File: src/rtl/alu8_pkg.sv
package alu8_pkg;
    localparam int DW = 8;
    localparam int OPW = 4;

    // status byte bit positions
    localparam int FC = 0;
    localparam int FZ = 1;
    localparam int FV = 6;
    localparam int FN = 7;

    typedef enum logic [OPW-1:0] {
        OP_ADD    = 4'd0,
        OP_SUB    = 4'd1,
        OP_CMP    = 4'd2,
        OP_ANDSUB = 4'd3,
        OP_BIT    = 4'd4,
        OP_AND    = 4'd5,
        OP_OR     = 4'd6,
        OP_XOR    = 4'd7,
        OP_INC    = 4'd8,
        OP_DEC    = 4'd9,
        OP_SHL    = 4'd10,
        OP_SHR    = 4'd11,
        OP_ROL    = 4'd12,
        OP_ROR    = 4'd13,
        OP_NOP0   = 4'd14,
        OP_NOP1   = 4'd15
    } alu_op_e;

    typedef enum logic [1:0] {
        S_EMPTY = 2'd0,
        S_FRESH = 2'd1,
        S_STALE = 2'd2
    } stage_e;
endpackage

File: src/rtl/alu8_arith.sv
module alu8_arith
    import alu8_pkg::*;
(
    input  alu_op_e          op,
    input  logic [DW-1:0]    a,
    input  logic [DW-1:0]    x,
    input  logic [DW-1:0]    m,
    input  logic [DW-1:0]    p,
    output logic [DW-1:0]    res,
    output logic [DW-1:0]    idx,
    output logic [DW-1:0]    st
);
    localparam int MSB = DW - 1;

    logic [DW:0] sum, dif, cmpd, axd;

    always_comb begin
        sum  = {1'b0, a} + {1'b0, m} + {{DW{1'b0}}, p[FC]};
        dif  = {1'b0, a} - {1'b0, m} - {{DW{1'b0}}, ~p[FC]};
        cmpd = {1'b0, a} - {1'b0, m};
        axd  = {1'b0, a & x} - {1'b0, m};
    end

    always_comb begin
        res = a;
        idx = x;
        st  = p;
        unique case (op)
            OP_ADD: begin
                res    = sum[MSB:0];
                st[FC] = sum[DW];
                st[FV] = ~(a[MSB] ^ m[MSB]) & (a[MSB] ^ sum[MSB]);
                st[FZ] = (sum[MSB:0] == '0);
                st[FN] = sum[MSB];
            end
            OP_SUB: begin
                res    = dif[MSB:0];
                st[FC] = ~dif[DW];
                st[FV] = (a[MSB] ^ m[MSB]) & (a[MSB] ^ dif[MSB]);
                st[FZ] = (dif[MSB:0] == '0);
                st[FN] = dif[MSB];
            end
            OP_CMP: begin
                st[FC] = ~cmpd[DW];
                st[FZ] = (cmpd[MSB:0] == '0);
                st[FN] = cmpd[MSB];
            end
            OP_ANDSUB: begin
                idx    = axd[MSB:0];
                st[FC] = ~axd[DW];
                st[FZ] = (axd[MSB:0] == '0);
                st[FN] = axd[MSB];
            end
            default: ;
        endcase
    end
endmodule

File: src/rtl/alu8_logic.sv
module alu8_logic
    import alu8_pkg::*;
(
    input  alu_op_e          op,
    input  logic [DW-1:0]    a,
    input  logic [DW-1:0]    m,
    input  logic [DW-1:0]    p,
    output logic [DW-1:0]    res,
    output logic [DW-1:0]    st
);
    localparam int MSB = DW - 1;

    logic [DW-1:0] val;
    logic          upd_nz;

    always_comb begin
        res    = a;
        st     = p;
        val    = a;
        upd_nz = 1'b0;
        unique case (op)
            OP_BIT: begin
                st[FZ] = ((a & m) == '0);
                st[FN] = m[MSB];
                st[FV] = m[MSB-1];
            end
            OP_AND: begin val = a & m; res = val; upd_nz = 1'b1; end
            OP_OR:  begin val = a | m; res = val; upd_nz = 1'b1; end
            OP_XOR: begin val = a ^ m; res = val; upd_nz = 1'b1; end
            OP_INC: begin val = m + 1'b1; res = val; upd_nz = 1'b1; end
            OP_DEC: begin val = m - 1'b1; res = val; upd_nz = 1'b1; end
            OP_SHL: begin
                val = {m[MSB-1:0], 1'b0}; res = val; upd_nz = 1'b1;
                st[FC] = m[MSB];
            end
            OP_SHR: begin
                val = {1'b0, m[MSB:1]}; res = val; upd_nz = 1'b1;
                st[FC] = m[0];
            end
            OP_ROL: begin
                val = {m[MSB-1:0], p[FC]}; res = val; upd_nz = 1'b1;
                st[FC] = m[MSB];
            end
            OP_ROR: begin
                val = {p[FC], m[MSB:1]}; res = val; upd_nz = 1'b1;
                st[FC] = m[0];
            end
            default: ;
        endcase
        if (upd_nz) begin
            st[FZ] = (val == '0);
            st[FN] = val[MSB];
        end
    end
endmodule

File: src/rtl/alu8_core.sv
module alu8_core
    import alu8_pkg::*;
(
    input  logic             clk,
    input  logic             rst_n,
    input  logic             in_valid,
    input  logic [OPW-1:0]   op,
    input  logic [DW-1:0]    acc_in,
    input  logic [DW-1:0]    idx_in,
    input  logic [DW-1:0]    mem_in,
    input  logic [DW-1:0]    st_in,
    output logic             out_valid,
    output logic [DW-1:0]    out_res,
    output logic [DW-1:0]    out_idx,
    output logic [DW-1:0]    out_st
);
    alu_op_e opc;
    assign opc = alu_op_e'(op);

    logic [DW-1:0] ar_res, ar_idx, ar_st;
    logic [DW-1:0] lg_res, lg_st;
    logic [DW-1:0] nx_res, nx_idx, nx_st;
    logic          arith_sel;

    alu8_arith u_arith (
        .op(opc), .a(acc_in), .x(idx_in), .m(mem_in), .p(st_in),
        .res(ar_res), .idx(ar_idx), .st(ar_st)
    );

    alu8_logic u_logic (
        .op(opc), .a(acc_in), .m(mem_in), .p(st_in),
        .res(lg_res), .st(lg_st)
    );

    // codes below OP_BIT belong to the arithmetic group
    assign arith_sel = (op < OP_BIT);

    always_comb begin
        if (arith_sel) begin
            nx_res = ar_res;
            nx_idx = ar_idx;
            nx_st  = ar_st;
        end else begin
            nx_res = lg_res;
            nx_idx = idx_in;
            nx_st  = lg_st;
        end
    end

    stage_e state, state_nx;

    always_comb begin
        state_nx = state;
        unique case (state)
            S_EMPTY: state_nx = in_valid ? S_FRESH : S_EMPTY;
            S_FRESH: state_nx = in_valid ? S_FRESH : S_STALE;
            S_STALE: state_nx = in_valid ? S_FRESH : S_STALE;
            default: state_nx = S_EMPTY;
        endcase
    end

    always_ff @(posedge clk or negedge rst_n) begin
        if (!rst_n) state <= S_EMPTY;
        else        state <= state_nx;
    end

    always_ff @(posedge clk or negedge rst_n) begin
        if (!rst_n) begin
            out_res <= '0;
            out_idx <= '0;
            out_st  <= '0;
        end else if (in_valid) begin
            out_res <= nx_res;
            out_idx <= nx_idx;
            out_st  <= nx_st;
        end
    end

    assign out_valid = (state == S_FRESH);

    assert_valid_pulse_R12: assert property (@(posedge clk) disable iff (!rst_n)
        in_valid |=> out_valid);
    assert_hold_R12: assert property (@(posedge clk) disable iff (!rst_n)
        !in_valid |=> (!out_valid && $stable(out_res) && $stable(out_idx) && $stable(out_st)));
    assert_mid_bits_R11: assert property (@(posedge clk) disable iff (!rst_n)
        in_valid |=> out_st[5:2] == $past(st_in[5:2]));
    assert_cmp_keeps_R4: assert property (@(posedge clk) disable iff (!rst_n)
        (in_valid && op == OP_CMP) |=> (out_res == $past(acc_in) && out_st[FV] == $past(st_in[FV])));
    assert_bit_copy_R6: assert property (@(posedge clk) disable iff (!rst_n)
        (in_valid && op == OP_BIT) |=> (out_st[FN] == $past(mem_in[DW-1]) && out_st[FV] == $past(mem_in[DW-2])));
    assert_shr_clears_n_R9: assert property (@(posedge clk) disable iff (!rst_n)
        (in_valid && op == OP_SHR) |=> !out_st[FN]);
    assert_idx_pass_R5: assert property (@(posedge clk) disable iff (!rst_n)
        (in_valid && op != OP_ANDSUB) |=> out_idx == $past(idx_in));
endmodule

File: config.mk
export PLATFORM = sky130hd
export DESIGN_NAME = alu8_core
export DESIGN_NICKNAME = d
export VERILOG_FILES = /design/src/rtl/alu8_pkg.sv /design/src/rtl/alu8_arith.sv /design/src/rtl/alu8_logic.sv /design/src/rtl/alu8_core.sv
export SDC_FILE = /design/constraint.sdc
export NUM_CORES = 1
export LEC_CHECK = 0
export BUFFER_PORTS_ARGS = -buffer_cell sky130_fd_sc_hd__buf_2
export CAP_MARGIN = 20
export CORE_UTILIZATION = 60
export CTS_CLUSTER_DIAMETER = 100
export CTS_CLUSTER_SIZE = 24
export DETAILED_ROUTE_END_ITERATION = 6
export GPL_ROUTABILITY_DRIVEN = 0
export GPL_TIMING_DRIVEN = 1
export PLACE_DENSITY_LB_ADDON = 0.05
export SETUP_SLACK_MARGIN = 0.05
export SLEW_MARGIN = 15
export SYNTH_ARGS = -nofsm -noshare
export SYNTH_HDL_FRONTEND = slang
export SYNTH_SLANG_ARGS = --single-unit
File: constraint.sdc
create_clock -name clk -period 1.6 [get_ports clk]
set_input_delay 0.16 -clock clk [delete_from_list [all_inputs] [get_ports clk]]
set_output_delay 0.16 -clock clk [all_outputs]
set_load 0.01 [all_outputs]
==> flow_metrics.py, run 1 <==
metrics = {
    "yosys": {
        "syn_area_mm2": 0.00423,
        "synth-main-ff-cell": "dfrtp_1",
        "synth.largest_area_cell": "dfrtp_1",
        "syn_nets": 634,
        "yosysWarnings": 0,
        "synth_async_sr_flop_share_pct": 100,
        "synthCells": 553,
        "synth_edf_count": 0,
        "yosysSeqAreaShare_pct": 15.4,
        "synth_area_leaders": "dfrtp_1, ha_1, o21ai_0",
        "synth_seq_cells": 26,
        "synth_top_area_share_pct": 15.4,
        "post_synth.cell_area_avg_um2": 7.65,
        "yosysUniqueCellTypes": 82,
    },
    "place": {
        "dp_hpwl_um": 13500,
        "port_buffers": 63,
    },
    "floorplanning": {
        "io_pins": 64,
        "die_w_um": 86.0,
        "fp.dieH_um": 86.0,
        "initial_core_util_pct": 62.3,
        "rows": 30,
    },
    "grt": {
        "grt_max_degree": 44,
        "grtUsageTotal_pct": 75.9,
        "grt_pass1_wl_um": 41800,
        "overflow": 20,
        "first_global_vias": 7291,
    },
    "run_status": {
        "first-error": "[ERROR GRT-0116] Global routing finished with congestion. Check the congestion regions in the DRC Viewer.",
        "status": "stopped before the end",
        "stop_stage": "global routing (5_1_grt)",
    },
    "cts": {
        "cts_buffer_depth": 2,
        "cts_sinks": 26,
        "root_buffer": "clkbuf_8",
        "numCtsBuffers": 3,
        "cts_max_level": 1,
    },
}
-- per-stage QoR --
stage | utilization, % | instance area (um2) | cells | TNS (ps) | setup slack (ps)
3_5_place_dp | 88.2 | 5990 | 838 | -14110 | -1050
3_3_place_gp | 88.2 | 5990 | 838 | -11950 | -902
4_1_cts | 95.7 | 6500 | 853 | -5820 | -590
2_1_floorplan | - | 4610 | 553 | -5280 | -790
-- synthesized netlist by cell type (12+ instances only) --
library cell / instances
a21oi_1: 35
a31oi_1: 12
buf_2: 16
dfrtp_1: 26
ha_1: 38
inv_1: 31
mux2i_1: 14
nand2_1: 36
nand3_1: 17
nor2_1: 37
nor2b_1: 14
nor3_1: 18
o21ai_0: 43
xnor2_1: 20
-- per-layer routing --
| metal | GRT overflow | global-route usage [%] |
|---|---|---|
| met1 | 0 | 75.2 |
| met2 | 13 | 94.0 |
| met3 | 0 | 58.4 |
| met4 | 7 | 77.9 |
| met5 | 0 | 28.0 |
-- what timing repair did --
action                                 in CTS
setup endpoints to repair                  18
hold buffers                                1
endpoints found under the hold margin      26
resized for setup                          81
pin swaps                                  29
setup buffers                              11
-- cells by family after synthesis --
| logic type | Yosys count | share of synthesized area [%] |
|---|---|---|
| AO/OA/AOI/OAI | 176 | 28.4 |
| XOR/XNOR | 26 | 5.38 |
| flip-flops | 26 | 15.4 |
| AND/OR/NAND/NOR | 188 | 23.8 |
| multiplexers | 23 | 5.71 |
| buffers and inverters | 70 | 7.78 |
| adder cells (fa/ha/maj) | 44 | 13.6 |
==> inputs of run 2 (changes only) <==
--- a/config.mk
+++ b/config.mk
@@ -7,14 +7,11 @@
 export LEC_CHECK = 0
 export BUFFER_PORTS_ARGS = -buffer_cell sky130_fd_sc_hd__buf_2
 export CAP_MARGIN = 20
-export CORE_UTILIZATION = 60
-export CTS_CLUSTER_DIAMETER = 100
-export CTS_CLUSTER_SIZE = 24
+export CORE_UTILIZATION = 40
 export DETAILED_ROUTE_END_ITERATION = 6
 export GPL_ROUTABILITY_DRIVEN = 0
 export GPL_TIMING_DRIVEN = 1
-export PLACE_DENSITY_LB_ADDON = 0.05
-export SETUP_SLACK_MARGIN = 0.05
+export PLACE_DENSITY_LB_ADDON = 0.15
 export SLEW_MARGIN = 15
 export SYNTH_ARGS = -nofsm -noshare
 export SYNTH_HDL_FRONTEND = slang
==> flow_metrics.py, run 2 <==
metrics = {
    "floorplanning": {
        "io_pins": 64,
        "initial_core_util_pct": 41.2,
        "die_w_um": 105,
        "core-area_mm2": 0.0103,
        "dieArea_mm2": 0.0110,
        "fp.dieH_um": 105,
        "rows": 37,
    },
    "pwr": {
        "switching_share_pct": 39.6,
        "p_switching_uw": 1530,
        "p_leak_uw": 0.00311,
        "p_per_area_mw_per_mm2": 557,
        "combPwrFrac_pct": 64.4,
        "p_int_uw": 2330,
        "power_frac_clock_pct": 14.4,
        "share_seq_of_total_power_pct": 21.2,
        "ir_drop_uv": 420,
    },
    "grt": {
        "antenna_found_initial": 0,
        "grt_max_degree": 44,
        "first_global_vias": 5167,
        "grt_pass1_wl_um": 26000,
        "overflow": 0,
        "grtUsageTotal_pct": 29.7,
    },
    "timing": {
        "grt_setup_unrepaired": "true",
        "hold_viol": 0,
        "tightest_slew_ps": 606,
        "max_freq_ghz": 0.445,
        "finalWorstSetupSlack_ps": -648,
        "finalCritPeriodShare_pct": 141,
        "setup_viol": 14,
        "finalClockSkew_ps": 0.0283,
        "fin_hold_ws_ps": 107,
        "slew_headroom_pct": 59.6,
        "layout_min_cycle_time_ps": 2250,
        "final_max_slew_viol_count": 0,
    },
    "yosys": {
        "yosys.area_share.adder_pct": 13.6,
        "synthCells": 553,
        "synth_area_leaders": "dfrtp_1, ha_1, o21ai_0",
        "synth-xor-area-share_pct": 5.38,
        "yosys-top-cells-count": "o21ai_0, ha_1, nor2_1",
        "synth-main-ff-cell": "dfrtp_1",
        "syn_nets": 634,
        "synth_async_sr_flop_share_pct": 100,
        "syn_area_mm2": 0.00423,
        "synthSimpleGateAreaFrac_pct": 23.8,
        "synth_edf_count": 0,
        "synth.largest_area_cell": "dfrtp_1",
        "yosysUniqueCellTypes": 82,
        "yosysWarnings": 0,
        "post_synth.cell_area_avg_um2": 7.65,
        "yosys.cell_count.top_type": "o21ai_0",
        "synth_top_area_share_pct": 15.4,
        "synthMuxAreaShare_pct": 5.71,
        "synth_seq_cells": 26,
        "synth_compound_area_share_pct": 28.4,
        "synth_top_family_by_area": "compound AO/OA/AOI/OAI gates",
        "yosysSeqAreaShare_pct": 15.4,
    },
    "place": {
        "dpl-instance-area_mm2": 0.00612,
        "port_buffers": 63,
        "dp_hpwl_um": 13000,
    },
    "critical_path": {
        "crit_path_cell_trace": "buf_2, fa_1, inv_1, fa_1, nand2b_1, a211oi_1, o31a_1, o21ai_0, nor4b_2, nor4_1, a22oi_1",
        "arrival_ps": 2440,
        "crit_top_cell": "fa_1",
        "crit_buf_inv": 2,
        "end_kind": "flip-flop",
        "crit_path_max_incr_delay_ps": 410,
        "crit_type": "in2reg",
        "crit_slowest_cell": "a211oi_1",
        "start_kind": "input port",
        "path_max_fanout": 3,
        "required_ps": 1800,
        "crit_family": "compound AO/OA/AOI/OAI gates",
    },
    "cells_and_area": {
        "layout_commonest_cell": "buf_4",
        "antenna_cells": 0,
        "fin_util_pct": 67.3,
        "nNetsFinal": 853,
        "final_cell_area_mm2": 0.00692,
        "fillers": 872,
        "layout-drive-gt1-share_pct": 48.9,
        "syn2layout_area_growth_pct": 63.5,
        "final_cell_mix": "buf_4, buf_2, nor2_1",
        "reg_top3": "out_idx: 8 flops, out_res: 8 flops, out_st: 8 flops",
    },
    "cts": {
        "cts_buffer_depth": 2,
        "worstSkewPairLatency_ps": 270,
        "numCtsBuffers": 3,
        "cts_sinks": 26,
        "cts_max_level": 1,
        "cts_tree": "built",
        "root_buffer": "clkbuf_8",
        "clkTransAtPathRegs_ps": 90,
    },
    "route": {
        "viasPerCell": 5.82,
        "ant_nets": 0,
        "first_pass_iters": 5,
        "routed_wl_um": 16700,
        "routedWlPerCell_um": 18.4,
        "drt-initial-drc-count": 432,
        "num_vias": 5279,
        "drc": 0,
    },
    "run": {
        "maxCapViolations": 0,
    },
    "min_path": {
        "min_path_type": "in2reg",
    },
    "run_status": {
        "violations": "setup timing",
        "status": "complete, but fails checks",
    },
}
-- run 2: layout make-up --
class | instances | area [um2] | share of cell area, %
clock inverters | 1 | 30.0 | 0.434
clock buffers | 3 | 41.3 | 0.597
well taps | 136 | 170 | 2.46
multi-input cells | 457 | 3950 | 57.1
flip-flops and latches | 26 | 651 | 9.40
inverters | 36 | 176 | 2.55
repair buffers | 248 | 1900 | 27.4
-- run 2: kinds of logic after synthesis --
group	after synthesis
buffers and inverters	70
DFF	26
adders and majority gates	44
xor gates and xnor gates	26
muxes	23
and+or+nand+nor	188
AOI/OAI and AO/OA	176
-- run 2: worst paths after layout --
| check | startpoint | end | slack (ps) | cells after the start |
|---|---|---|---|---|
| worst max-delay path | st_in[0] | out_st[1]$_DFFE_PN0P_ | -650 | 11 |
| worst min-delay path | st_in[3] | out_st[3]$_DFFE_PN0P_ | 110 | 2 |
| worst max register to register | state[0]$_DFF_PN0_ | state[0]$_DFF_PN0_ | 600 | 4 |
| worst min register to register | out_res[3]$_DFFE_PN0P_ | out_res[3]$_DFFE_PN0P_ | 490 | 2 |
| max in group asynchronous | rst_n | out_st[6]$_DFFE_PN0P_ | 780 | 2 |
| min in group asynchronous | rst_n | out_res[5]$_DFFE_PN0P_ | 420 | 2 |
-- run 2: stage by stage --
step | setup TNS [ps] | worst slack (ps) | power, uW | instances
2_1_floorplan | -5270 | -790 | 2030 | 553
3_3_place_gp | -13050 | -975 | 2900 | 887
3_5_place_dp | -13720 | -1040 | 2950 | 887
4_1_cts | -5610 | -617 | 3680 | 902
5_1_grt | -6950 | -763 | 4070 | 907
6_report | -5540 | -648 | 3860 | 907
-- run 2: worst reg2reg max path, cell delays in order (launching register included) --
cell and delay, ps:
dfrtp_1 390, inv_1 50, ha_1 300, nor2_1 110, nor3_1 50
-- run 2: metal layers --
layer	GRT usage [%]	wire (um)	vias up
li1	-	-	2485
met1	38.3	7130	2543
met2	51.2	8030	192
met3	2.93	812	59
met4	11.0	726	0
met5	0	0	-
-- run 2: power by group through the flow --
stage | clock network, uW | registers, uW | logic, uW
detailed placement | 0 | 828 | 2120
finish | 555 | 817 | 2480
global route | 578 | 830 | 2670
CTS | 558 | 818 | 2310
global placement | 0 | 822 | 2080
floorplan | 0 | 859 | 1170
-- run 2: what timing repair did --
item | in CTS | in global routing
cloned | 0 | 0
endpoints found under the setup margin | 17 | 17
pin swaps | 48 | 45
gates resized for setup | 75 | 56
setup buffers | 11 | 10
hold buffers | 1 | 0
hold endpoints to repair | 26 | 0
Power figures use the tool's default switching activity.
==> inputs of run 3 (changes only) <==
--- a/config.mk
+++ b/config.mk
@@ -7,11 +7,12 @@
 export LEC_CHECK = 0
 export BUFFER_PORTS_ARGS = -buffer_cell sky130_fd_sc_hd__buf_2
 export CAP_MARGIN = 20
-export CORE_UTILIZATION = 40
+export CORE_UTILIZATION = 54
+export CTS_CLUSTER_SIZE = 12
 export DETAILED_ROUTE_END_ITERATION = 6
 export GPL_ROUTABILITY_DRIVEN = 0
 export GPL_TIMING_DRIVEN = 1
-export PLACE_DENSITY_LB_ADDON = 0.15
+export PLACE_DENSITY = 0.75
 export SLEW_MARGIN = 15
 export SYNTH_ARGS = -nofsm -noshare
 export SYNTH_HDL_FRONTEND = slang
==> flow_metrics.py, run 3 (synthesized netlist as in run 2, its figures left out) <==
metrics = {
    "critical_path": {
        "arrival_ps": 2920,
        "path_max_fanout": 4,
        "r2r_start": "state[0]$_DFF_PN0_",
        "crit_top_cell": "buf_6",
        "crit_path_cell_trace": "buf_12, inv_12, ha_4, fa_2, buf_6, buf_4, xnor2_2, nand3_1, buf_6, nor3_4, o211a_1, o2111a_1, o2111ai_2, a22oi_1",
        "start_kind": "input port",
        "required_ps": 1790,
        "crit_type": "in2reg",
        "crit_slowest_cell": "o2111a_1",
        "r2r_slack_ps": 540,
        "crit_path_max_incr_delay_ps": 410,
        "r2r-end": "state[0]$_DFF_PN0_",
        "end_kind": "flip-flop",
        "rr_worst_depth": 4,
    },
    "floorplanning": {
        "io_pins": 64,
        "fp.dieH_um": 90.5,
        "die_w_um": 90.5,
        "dieArea_mm2": 0.00819,
        "rows": 31,
        "core-area_mm2": 0.00741,
        "initial_core_util_pct": 57.1,
    },
    "timing": {
        "finalSetupTns_ps": -9060,
        "tightest_slew_ps": 641,
        "finalClockSkew_ps": 0.165,
        "hold_viol": 0,
        "final_max_slew_viol_count": 0,
        "finalCritPeriodShare_pct": 171,
        "finalWorstSetupSlack_ps": -1130,
        "max_freq_ghz": 0.366,
        "setup_viol": 18,
        "slew_headroom_pct": 57.3,
        "layout_min_cycle_time_ps": 2730,
        "grt_setup_unrepaired": "true",
    },
    "min_path": {
        "holdPathStages": 2,
        "hold_end": "out_st[2]$_DFFE_PN0P_",
        "min-delay-start": "st_in[2]",
        "min_path_type": "in2reg",
    },
    "pwr": {
        "p_leak_uw": 0.00306,
        "ir_drop_uv": 499,
        "p_per_area_mw_per_mm2": 621,
    },
    "place": {
        "dp_slack_ps": -1090,
        "port_buffers": 63,
        "dp_hpwl_um": 12800,
    },
    "cts": {
        "cts_max_level": 1,
        "clkTransAtPathRegs_ps": 100,
        "cts_sinks": 26,
        "root_buffer": "clkbuf_8",
        "numCtsBuffers": 3,
        "worstSkewPairLatency_ps": 280,
        "cts_tree": "built",
        "cts_buffer_depth": 2,
    },
    "grt": {
        "grt_pass1_wl_um": 31700,
        "overflow": 0,
        "grtUsageTotal_pct": 49.2,
        "first_global_vias": 6071,
        "antenna_found_initial": 1,
        "grt_max_degree": 44,
        "grtUsageMet1_pct": 57.1,
        "globalRoute.busiestLayer": "met2",
        "grt_use_met3_pct": 13.0,
        "grt_use_met2_pct": 77.7,
    },
    "route": {
        "ant_nets": 0,
        "first_pass_iters": 7,
        "drt-initial-drc-count": 1585,
        "viasPerCell": 7.63,
        "drc": 112,
        "routedWlPerCell_um": 28.6,
        "num_vias": 6661,
        "routed_wl_um": 25000,
    },
    "cells_and_area": {
        "fin_util_pct": 91.4,
        "fillers": 280,
        "final_cell_mix": "buf_4, buf_2, nor2_1",
        "register_area_um2": 651,
        "reg_top3": "out_idx: 8 flops, out_res: 8 flops, out_st: 8 flops",
        "syn2layout_area_growth_pct": 59.9,
        "layout_commonest_cell": "buf_4",
        "nNetsFinal": 855,
        "multi_input_area_mm2": 0.00393,
        "layout-drive-gt1-share_pct": 48.4,
    },
    "run": {
        "maxCapViolations": 0,
    },
    "run_status": {
        "violations": "DRC, setup timing",
        "status": "complete, but fails checks",
    },
}
run 3: worst max-delay path by stage:
stage / startpoint / endpoint / cells after the start
finish: acc_in[0] / out_st[1]$_DFFE_PN0P_ / 14
global route: acc_in[0] / out_st[1]$_DFFE_PN0P_ / 13
CTS: acc_in[0] / out_st[6]$_DFFE_PN0P_ / 12
detailed placement: acc_in[0] / out_st[6]$_DFFE_PN0P_ / 11
global placement: acc_in[0] / out_st[6]$_DFFE_PN0P_ / 11
floorplan: op[1] / out_st[1]$_DFFE_PN0P_ / 12
run 3: critical path, delay by kind of cell:
kind            cells  cell delay [ps]
compound gates      4             1190
xor+xnor            1              160
fa+ha+maj           2              510
buf+inv             5              560
simple gates        2              320
run 3: what timing repair did:
item | CTS | global route
setup buffers | 15 | 8
gates resized for setup | 71 | 42
hold buffers | 1 | 0
hold endpoints to repair | 26 | 0
pin swaps | 44 | 28
endpoints found under the setup margin | 16 | 19
run 3: power by group:
group          internal (uW)  total, uW  switching, uW
clock                    336        575            239
combinational           1220       2800           1580
sequential               758        831           73.9
run 3: through the flow:
step	total power [uW]	instances	hold WS, ps	area (um2)
2_1_floorplan	2030	553	-136	4600
3_3_place_gp	2840	847	176	6020
3_5_place_dp	2920	847	189	6020
4_1_cts	3670	865	118	6530
5_1_grt	4290	873	128	6770
6_report	4200	873	115	6770
run 3: layout make-up:
class / instances / share of cell area, %
multi-input cells: 457 / 58.0
repair buffers: 250 / 26.9
flip-flops and latches: 26 / 9.61
inverters: 36 / 2.55
well taps: 99 / 1.83
clock buffers: 3 / 0.610
clock inverters: 1 / 0.444
diodes: 1 / 0.0370
run 3: metal layers:
| metal | routed length [um] | vias up |
|---|---|---|
| met4 | 3420 | 4 |
| li1 | - | 2490 |
| met2 | 10000 | 843 |
| met3 | 3950 | 419 |
| met5 | 93 | - |
| met1 | 7510 | 2905 |
